File: src/rtl/usb_rxo_pkg.sv
package usb_rxo_pkg;
  typedef enum logic [1:0] {
    ST_IDLE  = 2'd0,
    ST_RECV  = 2'd1,
    ST_DRAIN = 2'd2,
    ST_DONE  = 2'd3
  } rxo_state_e;

  localparam logic [3:0] PID_LATENCY_FAIL = 4'hF;
endpackage

File: src/rtl/rxo_fifo.sv
module rxo_fifo #(
  parameter int W     = 24,
  parameter int DEPTH = 8
) (
  input  logic         clk,
  input  logic         rst_n,
  input  logic         push,
  input  logic [W-1:0] push_data,
  input  logic         pop,
  input  logic         flush,
  output logic [W-1:0] rd_data,
  output logic         empty,
  output logic         full
);
  localparam int PW = (DEPTH > 1) ? $clog2(DEPTH) : 1;
  localparam int CW = PW + 1;
  localparam logic [CW-1:0] FULL_CNT = CW'(DEPTH);
  localparam logic [PW-1:0] LAST_IDX = PW'(DEPTH - 1);

  logic [W-1:0]  store [DEPTH];
  logic [PW-1:0] wp, wp_n, rp, rp_n;
  logic [CW-1:0] cnt, cnt_n;

  assign empty   = (cnt == '0);
  assign full    = (cnt == FULL_CNT);
  assign rd_data = store[rp];

  always_comb begin
    wp_n  = wp;
    rp_n  = rp;
    cnt_n = cnt;
    if (flush) begin
      wp_n  = '0;
      rp_n  = '0;
      cnt_n = '0;
    end else begin
      if (push) wp_n = (wp == LAST_IDX) ? '0 : wp + PW'(1);
      if (pop)  rp_n = (rp == LAST_IDX) ? '0 : rp + PW'(1);
      case ({push, pop})
        2'b10:   cnt_n = cnt + CW'(1);
        2'b01:   cnt_n = cnt - CW'(1);
        default: cnt_n = cnt;
      endcase
    end
  end

  always_ff @(posedge clk or negedge rst_n) begin
    if (!rst_n) begin
      wp  <= '0;
      rp  <= '0;
      cnt <= '0;
    end else begin
      wp  <= wp_n;
      rp  <= rp_n;
      cnt <= cnt_n;
    end
  end

  always_ff @(posedge clk) begin
    if (push && !flush) store[wp] <= push_data;
  end

  // the controller must never push into a full queue unless a word leaves
  a_r5_no_push_when_full: assert property (@(posedge clk) disable iff (!rst_n)
    (push && full) |-> pop);

  a_r5_no_pop_when_empty: assert property (@(posedge clk) disable iff (!rst_n)
    pop |-> !empty);
endmodule

File: src/rtl/rxo_err_reg.sv
module rxo_err_reg (
  input  logic clk,
  input  logic rst_n,
  input  logic set,
  input  logic clr,
  input  logic irq_en,
  output logic flag,
  output logic irq
);
  logic flag_n;

  always_comb begin
    flag_n = flag;
    if (clr) flag_n = 1'b0;
    if (set) flag_n = 1'b1;
  end

  always_ff @(posedge clk or negedge rst_n) begin
    if (!rst_n) flag <= 1'b0;
    else        flag <= flag_n;
  end

  assign irq = flag && irq_en;

  a_r9_flag_sticky: assert property (@(posedge clk) disable iff (!rst_n)
    (flag && !clr) |=> flag);

  a_r9_set_wins: assert property (@(posedge clk) disable iff (!rst_n)
    set |=> flag);
endmodule

File: src/rtl/rxo_ctrl.sv
module rxo_ctrl
  import usb_rxo_pkg::*;
#(
  parameter int ADDR_W = 16,
  parameter int CNT_W  = 11
) (
  input  logic              clk,
  input  logic              rst_n,
  input  logic              pkt_start,
  input  logic              pkt_end,
  input  logic              byte_valid,
  input  logic [7:0]        byte_data,
  input  logic [ADDR_W-1:0] desc_base,
  input  logic [CNT_W-1:0]  desc_maxpkt,
  input  logic [3:0]        token_pid,
  input  logic              iso_ep,
  input  logic              host_mode,
  input  logic              fifo_full,
  input  logic              fifo_empty,
  input  logic              mem_pop,
  output logic              push,
  output logic [ADDR_W+7:0] push_data,
  output logic              flush,
  output logic              wr_enable,
  output logic              hs_valid,
  output logic              hs_nak,
  output logic              wb_valid,
  output logic [CNT_W-1:0]  wb_count,
  output logic [3:0]        wb_pid,
  output logic              err_set,
  output logic [ADDR_W-1:0] win_base,
  output logic [CNT_W-1:0]  win_len
);
  localparam logic [CNT_W-1:0] CNT_ONE = CNT_W'(1);

  rxo_state_e        state, state_n;
  logic [ADDR_W-1:0] base_q;
  logic [CNT_W-1:0]  max_q;
  logic [3:0]        pid_q;
  logic              iso_q, host_q;
  logic [CNT_W-1:0]  rx_cnt, rx_cnt_n;
  logic [CNT_W-1:0]  mem_cnt, mem_cnt_n;
  logic              ovf_q, ovf_n;
  logic              lat_q, lat_n;
  logic              cap_en;
  logic              in_range, take_byte, accept, lat_hit, ovf_hit;

  assign cap_en    = (state == ST_IDLE) && pkt_start;
  assign take_byte = (state == ST_RECV) && byte_valid && !lat_q;
  assign in_range  = (rx_cnt < max_q);
  assign accept    = take_byte && in_range;
  assign lat_hit   = accept && fifo_full && !mem_pop;
  assign ovf_hit   = take_byte && !in_range;
  assign push      = accept && !lat_hit;
  assign push_data = {base_q + ADDR_W'(rx_cnt), byte_data};
  assign flush     = (state == ST_DRAIN) && lat_q;
  assign wr_enable = !lat_q;

  always_comb begin
    state_n   = state;
    rx_cnt_n  = rx_cnt;
    mem_cnt_n = mem_cnt;
    ovf_n     = ovf_q;
    lat_n     = lat_q;
    if (mem_pop) mem_cnt_n = mem_cnt + CNT_ONE;
    case (state)
      ST_IDLE: begin
        if (pkt_start) begin
          state_n   = ST_RECV;
          rx_cnt_n  = '0;
          mem_cnt_n = '0;
          ovf_n     = 1'b0;
          lat_n     = 1'b0;
        end
      end
      ST_RECV: begin
        if (lat_hit) lat_n = 1'b1;
        if (ovf_hit) ovf_n = 1'b1;
        if (push)    rx_cnt_n = rx_cnt + CNT_ONE;
        if (pkt_end) state_n = ST_DRAIN;
      end
      ST_DRAIN: begin
        if (lat_q || fifo_empty) state_n = ST_DONE;
      end
      ST_DONE: state_n = ST_IDLE;
      default: state_n = ST_IDLE;
    endcase
  end

  always_ff @(posedge clk or negedge rst_n) begin
    if (!rst_n) begin
      state   <= ST_IDLE;
      rx_cnt  <= '0;
      mem_cnt <= '0;
      ovf_q   <= 1'b0;
      lat_q   <= 1'b0;
    end else begin
      state   <= state_n;
      rx_cnt  <= rx_cnt_n;
      mem_cnt <= mem_cnt_n;
      ovf_q   <= ovf_n;
      lat_q   <= lat_n;
    end
  end

  always_ff @(posedge clk or negedge rst_n) begin
    if (!rst_n) begin
      base_q <= '0;
      max_q  <= '0;
      pid_q  <= '0;
      iso_q  <= 1'b0;
      host_q <= 1'b0;
    end else if (cap_en) begin
      base_q <= desc_base;
      max_q  <= desc_maxpkt;
      pid_q  <= token_pid;
      iso_q  <= iso_ep;
      host_q <= host_mode;
    end
  end

  logic at_done;
  assign at_done  = (state == ST_DONE);
  assign hs_valid = at_done && !iso_q && !(lat_q && host_q);
  assign hs_nak   = at_done && lat_q;
  assign wb_valid = at_done && !(lat_q && !host_q);
  assign wb_count = mem_cnt;
  assign wb_pid   = lat_q ? PID_LATENCY_FAIL : pid_q;
  assign err_set  = at_done && (lat_q || ovf_q);
  assign win_base = base_q;
  assign win_len  = max_q;

  a_r4_iso_no_handshake: assert property (@(posedge clk) disable iff (!rst_n)
    hs_valid |-> !iso_q);

  a_r6_latency_pid: assert property (@(posedge clk) disable iff (!rst_n)
    (wb_valid && lat_q) |-> (wb_pid == PID_LATENCY_FAIL));

  a_r7_nak_no_writeback: assert property (@(posedge clk) disable iff (!rst_n)
    (hs_valid && hs_nak) |-> !wb_valid);

  a_r3_count_clipped: assert property (@(posedge clk) disable iff (!rst_n)
    wb_valid |-> (wb_count <= max_q));

  a_r5_no_write_after_overrun: assert property (@(posedge clk) disable iff (!rst_n)
    lat_q |-> !mem_pop);
endmodule

File: src/rtl/usb_rx_ovf_handler.sv
module usb_rx_ovf_handler #(
  parameter int ADDR_W     = 16,
  parameter int CNT_W      = 11,
  parameter int FIFO_DEPTH = 8
) (
  input  logic              clk,
  input  logic              rst_n,
  input  logic              host_mode,
  input  logic              iso_ep,
  input  logic [ADDR_W-1:0] desc_base,
  input  logic [CNT_W-1:0]  desc_maxpkt,
  input  logic [3:0]        token_pid,
  input  logic              pkt_start,
  input  logic              byte_valid,
  input  logic [7:0]        byte_data,
  input  logic              pkt_end,
  output logic              mem_wr_valid,
  output logic [ADDR_W-1:0] mem_wr_addr,
  output logic [7:0]        mem_wr_data,
  input  logic              mem_wr_ready,
  output logic              hs_valid,
  output logic              hs_nak,
  output logic              wb_valid,
  output logic [CNT_W-1:0]  wb_count,
  output logic [3:0]        wb_pid,
  output logic              done_irq,
  input  logic              err_clr,
  input  logic              err_irq_en,
  output logic              err_flag,
  output logic              err_irq
);
  localparam int FW = ADDR_W + 8;

  logic rst_meta_n, rst_core_n;

  always_ff @(posedge clk or negedge rst_n) begin
    if (!rst_n) begin
      rst_meta_n <= 1'b0;
      rst_core_n <= 1'b0;
    end else begin
      rst_meta_n <= 1'b1;
      rst_core_n <= rst_meta_n;
    end
  end

  logic              push, flush, wr_enable, fifo_empty, fifo_full, mem_pop, err_set;
  logic [FW-1:0]     push_data, rd_data;
  logic [ADDR_W-1:0] win_base;
  logic [CNT_W-1:0]  win_len;

  rxo_fifo #(.W(FW), .DEPTH(FIFO_DEPTH)) u_fifo (
    .clk       (clk),
    .rst_n     (rst_core_n),
    .push      (push),
    .push_data (push_data),
    .pop       (mem_pop),
    .flush     (flush),
    .rd_data   (rd_data),
    .empty     (fifo_empty),
    .full      (fifo_full)
  );

  rxo_ctrl #(.ADDR_W(ADDR_W), .CNT_W(CNT_W)) u_ctrl (
    .clk         (clk),
    .rst_n       (rst_core_n),
    .pkt_start   (pkt_start),
    .pkt_end     (pkt_end),
    .byte_valid  (byte_valid),
    .byte_data   (byte_data),
    .desc_base   (desc_base),
    .desc_maxpkt (desc_maxpkt),
    .token_pid   (token_pid),
    .iso_ep      (iso_ep),
    .host_mode   (host_mode),
    .fifo_full   (fifo_full),
    .fifo_empty  (fifo_empty),
    .mem_pop     (mem_pop),
    .push        (push),
    .push_data   (push_data),
    .flush       (flush),
    .wr_enable   (wr_enable),
    .hs_valid    (hs_valid),
    .hs_nak      (hs_nak),
    .wb_valid    (wb_valid),
    .wb_count    (wb_count),
    .wb_pid      (wb_pid),
    .err_set     (err_set),
    .win_base    (win_base),
    .win_len     (win_len)
  );

  rxo_err_reg u_err (
    .clk    (clk),
    .rst_n  (rst_core_n),
    .set    (err_set),
    .clr    (err_clr),
    .irq_en (err_irq_en),
    .flag   (err_flag),
    .irq    (err_irq)
  );

  assign mem_wr_valid = !fifo_empty && wr_enable;
  assign mem_pop      = mem_wr_valid && mem_wr_ready;
  assign mem_wr_addr  = rd_data[FW-1:8];
  assign mem_wr_data  = rd_data[7:0];
  assign done_irq     = wb_valid;

  // every write lands inside the buffer window of the current descriptor
  a_r2_write_in_window: assert property (@(posedge clk) disable iff (!rst_core_n)
    mem_wr_valid |-> ((mem_wr_addr - win_base) < ADDR_W'(win_len)));

  a_r8_single_outcome: assert property (@(posedge clk) disable iff (!rst_core_n)
    done_irq |=> !done_irq);
endmodule

File: config.mk
export PLATFORM = sky130hd
export DESIGN_NAME = usb_rx_ovf_handler
export DESIGN_NICKNAME = d
export VERILOG_FILES = /design/src/rtl/usb_rxo_pkg.sv /design/src/rtl/rxo_fifo.sv /design/src/rtl/rxo_err_reg.sv /design/src/rtl/rxo_ctrl.sv /design/src/rtl/usb_rx_ovf_handler.sv
export SDC_FILE = /design/constraint.sdc
export NUM_CORES = 1
export LEC_CHECK = 0
export ABC_AREA = 1
export BUFFER_PORTS_ARGS = -buffer_cell sky130_fd_sc_hd__buf_2
export CAP_MARGIN = 20
export CORE_ASPECT_RATIO = 2
export CORE_MARGIN = 2
export CORE_UTILIZATION = 30
export DETAILED_ROUTE_END_ITERATION = 8
export HOLD_SLACK_MARGIN = 0.12
export PLACE_DENSITY = 0.43
export SLEW_MARGIN = 20
export SYNTH_ARGS = -nofsm -noshare
export SYNTH_HDL_FRONTEND = slang
export SYNTH_SLANG_ARGS = --single-unit
File: constraint.sdc
create_clock -name clk -period 4 [get_ports clk]
set_input_delay 0.8 -clock clk [delete_from_list [all_inputs] [get_ports clk]]
set_output_delay 0.8 -clock clk [all_outputs]
set_load 0.03 [all_outputs]
# Word level (Yosys, flattened, before mapping)
# Memories as Yosys holds them, arrays and structs flattened.
# Cells that the tools add are included.
[totals] ff_bits=72 latch_bits=0 ram_bits=192 rom_bits=0 word_cells=110 n_memories=1
[memory_table] name="u_fifo.store" words=8 width=24 rd=1 rd_clocked_by_memory_dff=0 wr=1 line_no="rxo_fifo.sv:20" text="logic [W-1:0] store [DEPTH];"
[op_classes] add_sub_neg=7 n_mul=0 div=0 order_cmp=1 n_eq_ne=14 shift=0 muxes=28 n_bitwise=0 reduce_logical=43
[ops] operator="two-way mux 11 bit" n=5
[ops] operator="adder 11 x 1 -> 11 bit (second input constant)" n=2
[ops] operator="one-hot mux 11 bit (2 select lines)" n=1
[ops] operator="logical AND 1 bit" n=20
[ops] operator="two-way mux 3 bit" n=6
[ops] operator="adder 16 x 11 -> 16 bit" n=1
[ops] operator="AND reduction 3 bit" n=4
[ops] operator="less-than comparator 11 bit" n=1
[ops] operator="zero test 1 bit" n=10
[ops] operator="two-way mux 4 bit" n=2
[ops] operator="!= test 2 bit (second input constant)" n=4
[ops] operator="one-hot mux 2 bit (4 select lines)" n=1
[ops] operator="one-hot mux 4 bit (2 select lines)" n=1
[ops] operator="nonzero test 2 bit" n=4
[ops] operator="two-way mux 1 bit" n=7
[ops] operator="adder 3 x 1 -> 3 bit (second input constant)" n=2
[ops] operator="equality test 2 bit (second input constant)" n=3
[ops] operator="equality test 3 bit (second input constant)" n=2
[ops] operator="two-way mux 2 bit" n=3
[ops] operator="adder 4 x 1 -> 4 bit (second input constant)" n=1
[ops] operator="equality test 2 x 1 -> 1 bit (second input constant)" n=2
[ops] operator="equality test 4 bit (second input constant)" n=1
[ops] operator="zero test 4 bit" n=1
[ops] operator="!= test 2 x 1 -> 1 bit (second input constant)" n=2
[ops] operator="5 further kinds" n=7

# Logic depth before layout (Yosys ltp)
# Gate-level depths: netlist (run 1).
[depth] depth_word=11 mapped_depth=19 mapped_depth_nobuf=19

# Cells and area by module
# A second synthesis (run 1) with hierarchy kept.
[unflattened] hier_cells=1224 hier_area_um2=12213.0
[by_module_without_submodules] module="rxo_fifo" instances=1 cells_each=684 area_each_um2=8227.9 seq_area_each_um2=6015.8
[by_module_without_submodules] module="rxo_ctrl" instances=1 cells_each=524 area_each_um2=3852.4 seq_area_each_um2=1476.4
[by_module_without_submodules] module="usb_rx_ovf_handler" instances=1 cells_each=9 area_each_um2=85.1 seq_area_each_um2=50.0
[by_module_without_submodules] module="rxo_err_reg" instances=1 cells_each=7 area_each_um2=47.5 seq_area_each_um2=25.0

# Least setup slack after synthesis (run 1)
# OpenSTA, ideal clock, no wires.
[synth_timing] kind="reg-to-reg" start="register u_ctrl.rx_cnt[10]" end="memory u_fifo.store[0][0], enable pin" setup_time_ps=405 arrival_time_ps=2563 path_slack_ps=1032 stages_incl_launch_ff=10 n_path_buf=0 period_less_slack_ps=2968 cell_sequence="dfrtp_1 ha_1 a21o_1 nor2_2 nand2_1 nor2_4 nand3_4 inv_2 nand2_1 nor2_1"
[synth_between] elab_chain_cells=9
[synth_rtl] item="from (decl)" line_no="rxo_ctrl.sv:41" text="logic [CNT_W-1:0] rx_cnt, rx_cnt_n;"
[synth_rtl] item="from (signal assigned)" line_no="rxo_ctrl.sv:99" text="rx_cnt <= rx_cnt_n;"
[synth_rtl] item="less-than comparator 11 bit (*)" line_no="rxo_ctrl.sv:50" text="assign in_range = (rx_cnt < max_q);"
[synth_rtl] item="logical AND 1 bit (*)" line_no="rxo_ctrl.sv:51" text="assign accept = take_byte && in_range;"
[synth_rtl] item="logical AND 1 bit (2 in a row)" line_no="rxo_ctrl.sv:52" text="assign lat_hit = accept && fifo_full && !mem_pop;"
[synth_rtl] item="zero test 1 bit" line_no="rxo_ctrl.sv:54" text="assign push = accept && !lat_hit;"
[synth_rtl] item="logical AND 1 bit (*)" line_no="rxo_ctrl.sv:54"
[synth_rtl] item="logical AND 1 bit (*)" line_no="rxo_fifo.sv:60" text="if (push && !flush) store[wp] <= push_data;"
[synth_rtl] item="two-way mux 1 bit (*)" line_no="rxo_fifo.sv:60"
[synth_rtl] item="two-way mux 1 bit (implied by the code) (*)" line_no="rxo_fifo.sv:60"
[synth_rtl] item="to (decl)" line_no="rxo_fifo.sv:20"
# Mark *: on every way between the ends. The rest lies on a longest branch, timed or not.

# Final worst setup path (run 1)
[layout_timing] start="register u_fifo.rp[0]" end="output mem_wr_addr[4]"
[layout_between] elab_chain_cells=1
[layout_rtl] item="from (decl)" line_no="rxo_fifo.sv:21" text="logic [PW-1:0] wp, wp_n, rp, rp_n;"
[layout_rtl] item="from (signal assigned)" line_no="rxo_fifo.sv:54" text="rp <= rp_n;"
[layout_rtl] item="memory read (8 x 24 bit)"
[layout_rtl] item="to (decl)" line_no="usb_rx_ovf_handler.sv:18" text="output logic [ADDR_W-1:0] mem_wr_addr,"
# No other way between the ends.

==> results.json, run 1 <==
{
  "drc": 0,
  "synthTopCellsByArea": "edfxtp_1, dfrtp_1, nor2_1",
  "ant_nets": 0,
  "syn_area_um2": 11800,
  "grt_max_degree": 71,
  "startpoint_type": "flop",
  "drive_above_1_share_pct": 14.9,
  "synth_cells": 1120,
  "hold_depth": 0,
  "tightest_slew_ps": 965,
  "grt_pass1_wl_um": 48600,
  "syn2layout_area_growth_pct": 16.6,
  "async_reset_ff_share_pct": 27.3,
  "yosysWarnings": 0,
  "synth_sequential_area_ratio_pct": 64.3,
  "cts_tree": "yes",
  "hold_path_class": "reg -> reg",
  "cts.sinks": 264,
  "overflow": 0,
  "worst-r2r-cell-count": 13,
  "die_x_um": 144,
  "critical_path_class": "reg -> out",
  "skew_ps": 17.9,
  "ioPinCount": 95,
  "dr.pass1.iters": 6,
  "io_buffers": 94,
  "drt-initial-drc-count": 466,
  "cts-root-buf": "clkbuf_16",
  "coreArea_um2": 38700,
  "cts_buffers": 26,
  "end_kind": "output pin",
  "leakage_nw": 5.57,
  "synth-edff-count": 192,
  "wl_met2_um": 17400,
  "synthFlopType": "edfxtp_1",
  "status": "finished, final reports clean",
  "dr_wl_met3_um": 1140,
  "fin_total_pwr_mw": 10.1,
  "wl_um": 31300,
  "layout_common_cells": "nor2_1, nand2_1, edfxtp_1",
  "dpl.hpwl_um": 20900,
  "worst_slack_ps": 485,
  "arrival_ps": 2720,
  "power_density_nw_per_um2": 734,
  "ys_seq_elements": 264,
  "fill_cells": 3919,
  "dp.cells": 1708,
  "min_period_ps": 3520,
  "rows": 102,
  "routabilityCongestion": 0.846,
  "rsz0062_at_grt": "no",
  "irDropWorstVdd_uv": 295,
  "final_max_slew_viol_count": 0,
  "num_vias": 8203,
  "worstPathRequired_ps": 3200,
  "synth_top_area_share_pct": 49.0,
  "top_layer_used": "met4",
  "h-tree-depth": 1,
  "cap_violations": 0,
  "place_area_um2": 12900,
  "grt_pass1_vias": 8567,
  "stdcell_count": 1756,
  "finalNetCount": 1301,
  "yosys.area.top_type": "edfxtp_1",
  "antenna_found_initial": 0,
  "dieHeight_um": 284,
  "max_freq_ghz": 0.284,
  "grt_use_total_pct": 15.6,
  "period_share_pct": 87.9,
  "final_core_util_pct": 35.5,
  "antenna_cells": 0,
  "routedWlPerCell_um": 17.8,
  "viasPerCell": 4.67,
  "multi_input_area_um2": 3730,
  "clk_latency_ps": 540,
  "wl_met1_um": 11900,
  "clk_path_buf_depth": 3,
  "yosysUniqueCellTypes": 39,
  "setup_tns_ps": 0,
  "hold_viol": 0,
  "dp_slack_ps": 954,
  "cp_max_fo": 51,
  "die_area_um2": 40900,
  "slew_headroom_pct": 35.7,
  "avgSynthCellArea_um2": 10.5,
  "final_common_cell": "nor2_1",
  "syn-num-nets": 1204,
  "holdWs_ps": 360,
  "regArea_um2": 7570,
  "start_util_pct": 30.4,
  "fin_area_um2": 13700,
  "path_clk_slew_ps": 60,
  "finalSetupViolCount": 0
}
where the power goes:
part	total [mW]	switching [mW]	internal, mW
combinational	3.83	2.76	1.07
clock	2.48	1.06	1.43
sequential	3.76	0.246	3.51
total	10.1	4.06	6.01
synth_stat cells (2+ instances only):
master    number
a31oi_1       24
edfxtp_1     192
a21boi_0       2
a21oi_1       23
or2_2          4
dfrtp_1       72
xnor2_1        7
o21ai_0      127
nand2_2        3
nand3_1       31
inv_2          3
xor2_1        17
inv_1         65
o22ai_1       24
nand3_4        2
clkbuf_1      33
buf_1          2
nand4_1       15
buf_2          6
nor2_2         2
buf_4          4
buf_6          3
nor2_1       212
ha_1          33
o21ai_2        2
fa_1           2
nand2_1      196
nor3_1         3
critical path: stages, from the launching register on:
cell,delay (ps)
dfrtp_2,420
inv_2,630
buf_4,340
o21ai_0,100
o22ai_1,170
nor2_1,60
a31oi_1,220
buf_2,240
per-layer routing:
metal	up-vias	GRT usage, %
met5	-	0
met3	47	1.92
met1	3965	16.9
li1	4030	-
met4	0	5.34
met2	161	30.2
cell families after synthesis:
group,after synthesis,share of synthesized area (%)
DFF,264,64.3
other,1,0.0319
buffers and inverters,117,4.12
xor gates and xnor gates,24,1.79
AOI/OAI and AO/OA,208,9.61
adders and majority gates,35,3.85
and+or+nand+nor,471,16.3
registers in the layout (all words and copies together) (netlist names), 2 cells and up:
register	count
u_fifo.store	192
u_ctrl.win_base	16
u_ctrl.rx_cnt	11
u_ctrl.wb_count	11
u_ctrl.win_len	11
u_ctrl.pid_q	4
u_fifo.cnt	4
u_fifo.rp	3
u_fifo.wp	3
u_ctrl.state	2
area by class of cell:
type                    instances  area share [%]
flip-flops and latches        264            55.2
repair buffers                117            4.80
inverters                      69            1.89
well taps                     520            4.74
clock buffers                  31            5.03
clock inverters                16            1.16
multi-input cells             739            27.2
path summary, 6_finish.rpt:
kind / startpoint / end / slack [ps]
min in group asynchronous: rst_core_n / u_ctrl.rx_cnt[6] / 490
max in group asynchronous: rst_core_n / u_fifo.rp[0] / 2820
min reg2reg: rst_meta_n / rst_core_n / 360
max: u_fifo.rp[0] / mem_wr_addr[4] / 480
max reg2reg: u_ctrl.rx_cnt[6] / u_fifo.store[6][12] / 1110
min: rst_meta_n / rst_core_n / 360
timing repair:
item                                    in CTS  in global routing
hold endpoints to repair                     2                  0
hold buffers                                 1                  0
endpoints found under the setup margin       0                  0
buffers inserted                             0                  0
resized for setup                            0                  0
Power figures use the tool's default switching activity.
==> run 2, diff against run 1 <==
==> constraint.sdc (replaced) <==
create_clock -name clk -period 3.4 [get_ports clk]
set_input_delay 0.68 -clock clk [delete_from_list [all_inputs] [get_ports clk]]
set_output_delay 0.68 -clock clk [all_outputs]
set_load 0.03 [all_outputs]
==> results.json, run 2 (same netlist as run 1, synthesis figures left out) <==
{
  "setup_tns_ps": 0,
  "grt_pass1_wl_um": 48000,
  "min_period_ps": 3120,
  "finalSetupViolCount": 0,
  "hold_path_end": "u_ctrl.host_q",
  "rows": 102,
  "rsz0062_at_grt": "no",
  "viasPerCell": 4.64,
  "reg2reg_slack_ps": 630,
  "coreArea_um2": 38700,
  "status": "finished, final reports clean",
  "routedWlPerCell_um": 17.6,
  "multi_input_area_um2": 3730,
  "die_area_um2": 40900,
  "dieHeight_um": 284,
  "clk_latency_ps": 540,
  "drive_above_1_share_pct": 15.1,
  "final_max_slew_viol_count": 0,
  "dp_slack_ps": 623,
  "cp_slowest_cell": "dfrtp_4",
  "final_common_cell": "nor2_1",
  "worst-r2r-cell-count": 18,
  "reg2reg_to": "u_fifo.cnt[3]",
  "regArea_um2": 7570,
  "startpoint_type": "flop",
  "hold_depth": 3,
  "worst_slack_ps": 280,
  "grt_max_degree": 71,
  "grt_use_total_pct": 15.3,
  "layout_common_cells": "nor2_1, nand2_1, edfxtp_1",
  "tightest_slew_ps": 966,
  "cp_cell_sequence": "inv_2 > buf_4 > nor2_1 > o22ai_1 > nor2_1 > a31oi_1 > buf_2",
  "overflow": 0,
  "wl_um": 31000,
  "finalNetCount": 1305,
  "drt-initial-drc-count": 362,
  "crit_path_max_incr_delay_ps": 550,
  "antenna_cells": 0,
  "cap_violations": 0,
  "fill_cells": 3890,
  "hold_viol": 0,
  "critical_path_class": "reg -> out",
  "io_buffers": 94,
  "largest_reg_flops": 192,
  "period_share_pct": 91.8,
  "cts_tree": "yes",
  "routabilityCongestion": 0.803,
  "power_density_nw_per_um2": 868,
  "max_freq_ghz": 0.321,
  "cts-root-buf": "clkbuf_16",
  "die_x_um": 144,
  "clk_path_buf_depth": 3,
  "path_clk_slew_ps": 60,
  "antenna_found_initial": 0,
  "cp_max_fo": 23,
  "worstPathRequired_ps": 2720,
  "h-tree-depth": 1,
  "drc": 0,
  "skew_ps": 13.5,
  "syn2layout_area_growth_pct": 17.4,
  "dpl.hpwl_um": 20500,
  "leakage_nw": 5.61,
  "cpMostUsedCell": "nor2_1",
  "holdWs_ps": 332,
  "min-delay-start": "host_mode",
  "final_core_util_pct": 35.7,
  "cts.sinks": 264,
  "end_kind": "output pin",
  "cts_buffers": 26,
  "start_util_pct": 30.4,
  "dr.pass1.iters": 4,
  "ant_nets": 0,
  "ioPinCount": 95,
  "hold_path_class": "in -> reg",
  "grt_pass1_vias": 8605,
  "num_vias": 8172,
  "r2r_start": "u_ctrl.rx_cnt[10]",
  "irDropWorstVdd_uv": 429,
  "slew_headroom_pct": 35.6,
  "top_register": "u_fifo.store",
  "arrival_ps": 2440
}
==> run 2: changes by cell type in the layout (fill, tap and decap cells not counted), sizes merged <==
cell,before,now
clkbuf,31,36
buf,116,120
clkinv,12,10
clkinvlp,1,0
inv,69,68
==> run 2: layout make-up <==
class                   instances  area share, %
well taps                     520           4.71
clock inverters                12          0.951
flip-flops and latches        264           54.8
inverters                      69           1.88
clock buffers                  36           5.28
repair buffers                121           5.31
multi-input cells             739           27.0
==> run 2: repair_timing <==
| item | 4_1_cts | 5_1_grt |
|---|---|---|
| buffers inserted | 0 | 1 |
| gates resized for setup | 0 | 2 |
| hold buffers | 1 | 0 |
| endpoints found under the setup margin | 0 | 8 |
| endpoints found under the hold margin | 2 | 0 |
==> run 2: how the worst max path moves through the flow <==
stage	endpoint	slack (ps)	from	cells past startpoint
after global routing	mem_wr_addr[10]	60	u_fifo.rp[0]	7
after detailed placement	u_fifo.cnt[3]	620	u_ctrl.rx_cnt[1]	18
final	mem_wr_addr[10]	280	u_fifo.rp[0]	7
after floorplan	u_fifo.store[0][0]	430	u_ctrl.rx_cnt[10]	9
after CTS	mem_wr_addr[0]	40	u_fifo.rp[0]	7
after global placement	u_fifo.cnt[3]	610	u_ctrl.rx_cnt[1]	18
==> run 2: worst max-delay path, delay by kind of cell (launching register included) <==
kind	cells	cell delay (ps)
buf+inv	3	790
compound gates	2	410
simple gates	2	140
flops	1	550
==> run 2: report_power, final <==
| group | switching [mW] | total (mW) | internal (mW) | leakage [nW] |
|---|---|---|---|---|
| Combinational | 3.22 | 4.58 | 1.36 | 2.53 |
| Sequential | 0.311 | 4.45 | 4.13 | 2.66 |
| Clock | 1.24 | 2.96 | 1.72 | 0.426 |
==> run 2: layer usage <==
metal	wire length, um	part of all wire (%)	vias up	track usage [%]
li1	-	-	4033	-
met1	12000	39	3950	16.6
met2	17300	56	152	30.1
met3	1050	3.4	37	1.89
met4	705	2.3	0	4.49
met5	0	0	-	0
==> run 2: through the flow <==
step | instance area [um^2] | power, mW | cells
after floorplan | 11800 | 7.64 | 1120
after global placement | 12900 | 9.18 | 1711
after detailed placement | 12900 | 9.19 | 1711
after CTS | 13800 | 12.2 | 1760
after global routing | 13800 | 12.8 | 1761
final | 13800 | 12.0 | 1761
==> run 3, diff against run 2 <==
--- a/config.mk
+++ b/config.mk
@@ -10,10 +10,10 @@
 export CAP_MARGIN = 20
 export CORE_ASPECT_RATIO = 2
 export CORE_MARGIN = 2
-export CORE_UTILIZATION = 30
+export CORE_UTILIZATION = 55
 export DETAILED_ROUTE_END_ITERATION = 8
 export HOLD_SLACK_MARGIN = 0.12
-export PLACE_DENSITY = 0.43
+export PLACE_DENSITY = 0.71
 export SLEW_MARGIN = 20
 export SYNTH_ARGS = -nofsm -noshare
 export SYNTH_HDL_FRONTEND = slang
==> constraint.sdc (replaced) <==
create_clock -name clk -period 3.4 [get_ports clk]
set_input_delay 0.68 -clock clk [delete_from_list [all_inputs] [get_ports clk]]
set_output_delay 0.68 -clock clk [all_outputs]
set_load 0.02 [all_outputs]
==> results.json, run 3 (same netlist as run 1, synthesis figures left out) <==
{
  "routedWlPerCell_um": 17.6,
  "dpl.hpwl_um": 17900,
  "ant_nets": 0,
  "h-tree-depth": 1,
  "multi_input_area_um2": 3730,
  "grt_pass1_vias": 8472,
  "arrival_ps": 2470,
  "largest_reg_flops": 192,
  "dieHeight_um": 211,
  "num_vias": 8305,
  "overflow": 0,
  "coreArea_um2": 21000,
  "grt_util_met1_pct": 25.8,
  "leakage_nw": 5.53,
  "cap_violations": 0,
  "dr.pass1.iters": 5,
  "wl_um": 26500,
  "grt_busiest_layer": "met2",
  "irDropWorstVdd_uv": 556,
  "final_common_cell": "nor2_1",
  "routabilityCongestion": 0.866,
  "hold_viol": 0,
  "fin_total_pwr_mw": 11.2,
  "slew_headroom_pct": 48.9,
  "ioPinCount": 95,
  "status": "finished, final reports clean",
  "finalSetupViolCount": 0,
  "cts-root-buf": "clkbuf_16",
  "io_buffers": 94,
  "rows": 75,
  "hold_path_class": "reg -> async",
  "regArea_um2": 7570,
  "clk_latency_ps": 510,
  "die_x_um": 107,
  "die_area_um2": 22700,
  "min_period_ps": 3150,
  "grt_use_total_pct": 23.9,
  "antenna_found_initial": 0,
  "path_clk_slew_ps": 70,
  "finalNetCount": 1304,
  "drc": 0,
  "end_kind": "output pin",
  "met2_usage_pct": 45.9,
  "drive_above_1_share_pct": 15.0,
  "period_share_pct": 92.5,
  "grt_pass1_wl_um": 41900,
  "fill_cells": 1732,
  "grt_max_degree": 98,
  "ctsResizeCount": 0,
  "cts_tree": "yes",
  "power_density_nw_per_um2": 839,
  "cts_buffers": 23,
  "final_core_util_pct": 63.4,
  "startpoint_type": "flop",
  "antenna_cells": 0,
  "start_util_pct": 56.0,
  "critical_path_class": "reg -> out",
  "cp_max_fo": 23,
  "setup_tns_ps": 0,
  "final_max_slew_viol_count": 0,
  "layout_common_cells": "nor2_1, nand2_1, edfxtp_1",
  "drt-initial-drc-count": 470,
  "grt_use_met3_pct": 2.38,
  "viasPerCell": 5.52,
  "tightest_slew_ps": 761,
  "clk_path_buf_depth": 3,
  "top_register": "u_fifo.store",
  "skew_ps": 7.91,
  "cts.sinks": 264,
  "worstPathRequired_ps": 2720,
  "rsz0062_at_grt": "no",
  "max_freq_ghz": 0.318,
  "syn2layout_area_growth_pct": 13.2
}
-- run 3: timing repair --
item / in CTS / in global routing
hold buffers: 1 / 0
buffers inserted: 0 / 0
hold endpoints to repair: 2 / 0
-- run 3: cell type report --
| type | count | share of cell area, % |
|---|---|---|
| clock buffer | 28 | 4.61 |
| clock inverter | 13 | 0.686 |
| inverter | 69 | 1.94 |
| multi-input combinational | 739 | 28.0 |
| sequential | 264 | 56.8 |
| tap | 269 | 2.53 |
| timing repair buffer | 123 | 5.37 |
-- run 3: metrics by stage --
step                setup slack [ps]  hold slack [ps]  std cells  instance area (um^2)
finish                           254              323       1505                 13300
global route                     118              349       1505                 13300
global placement                 649              337       1463                 12600
detailed placement               599              341       1463                 12600
floorplan                        432              331       1120                 11800
CTS                              260              337       1505                 13300
-- run 3: power breakdown --
part	total (mW)	internal [mW]	switching (mW)
registers	4.41	4.13	0.280
logic	4.31	1.33	2.97
clock network	2.47	1.36	1.11
total	11.2	6.82	4.36
-- run 3: path summary, 6_finish.rpt --
| kind | slack (ps) | cells after the start | startpoint | to |
|---|---|---|---|---|
| max reg2reg | 610 | 18 | u_ctrl.rx_cnt[10] | u_fifo.cnt[3] |
| max in group asynchronous | 2280 | 1 | rst_core_n | u_ctrl.wb_count[2] |
| max | 250 | 7 | u_fifo.rp[1] | mem_wr_addr[14] |
| min reg2reg | 320 | 0 | rst_core_n | u_ctrl.win_base[4] |
| min in group clk | 350 | 0 | rst_meta_n | rst_core_n |
| min | 320 | 0 | rst_core_n | u_ctrl.win_base[4] |
-- run 3: per-layer routing --
layer / vias up / part of all wire, % / wire, um
met5: - / 0 / 0
met4: 0 / 3.7 / 983
met3: 65 / 4.3 / 1140
met2: 242 / 56 / 14800
met1: 3965 / 36 / 9530
li1: 4033 / - / -
-- run 3: critical path: stages, from the launching register on --
cell	delay (ps)
dfrtp_1	380
inv_1	520
buf_4	300
o21ai_0	130
o22ai_1	130
nor2_1	60
a31oi_1	220
buf_2	210
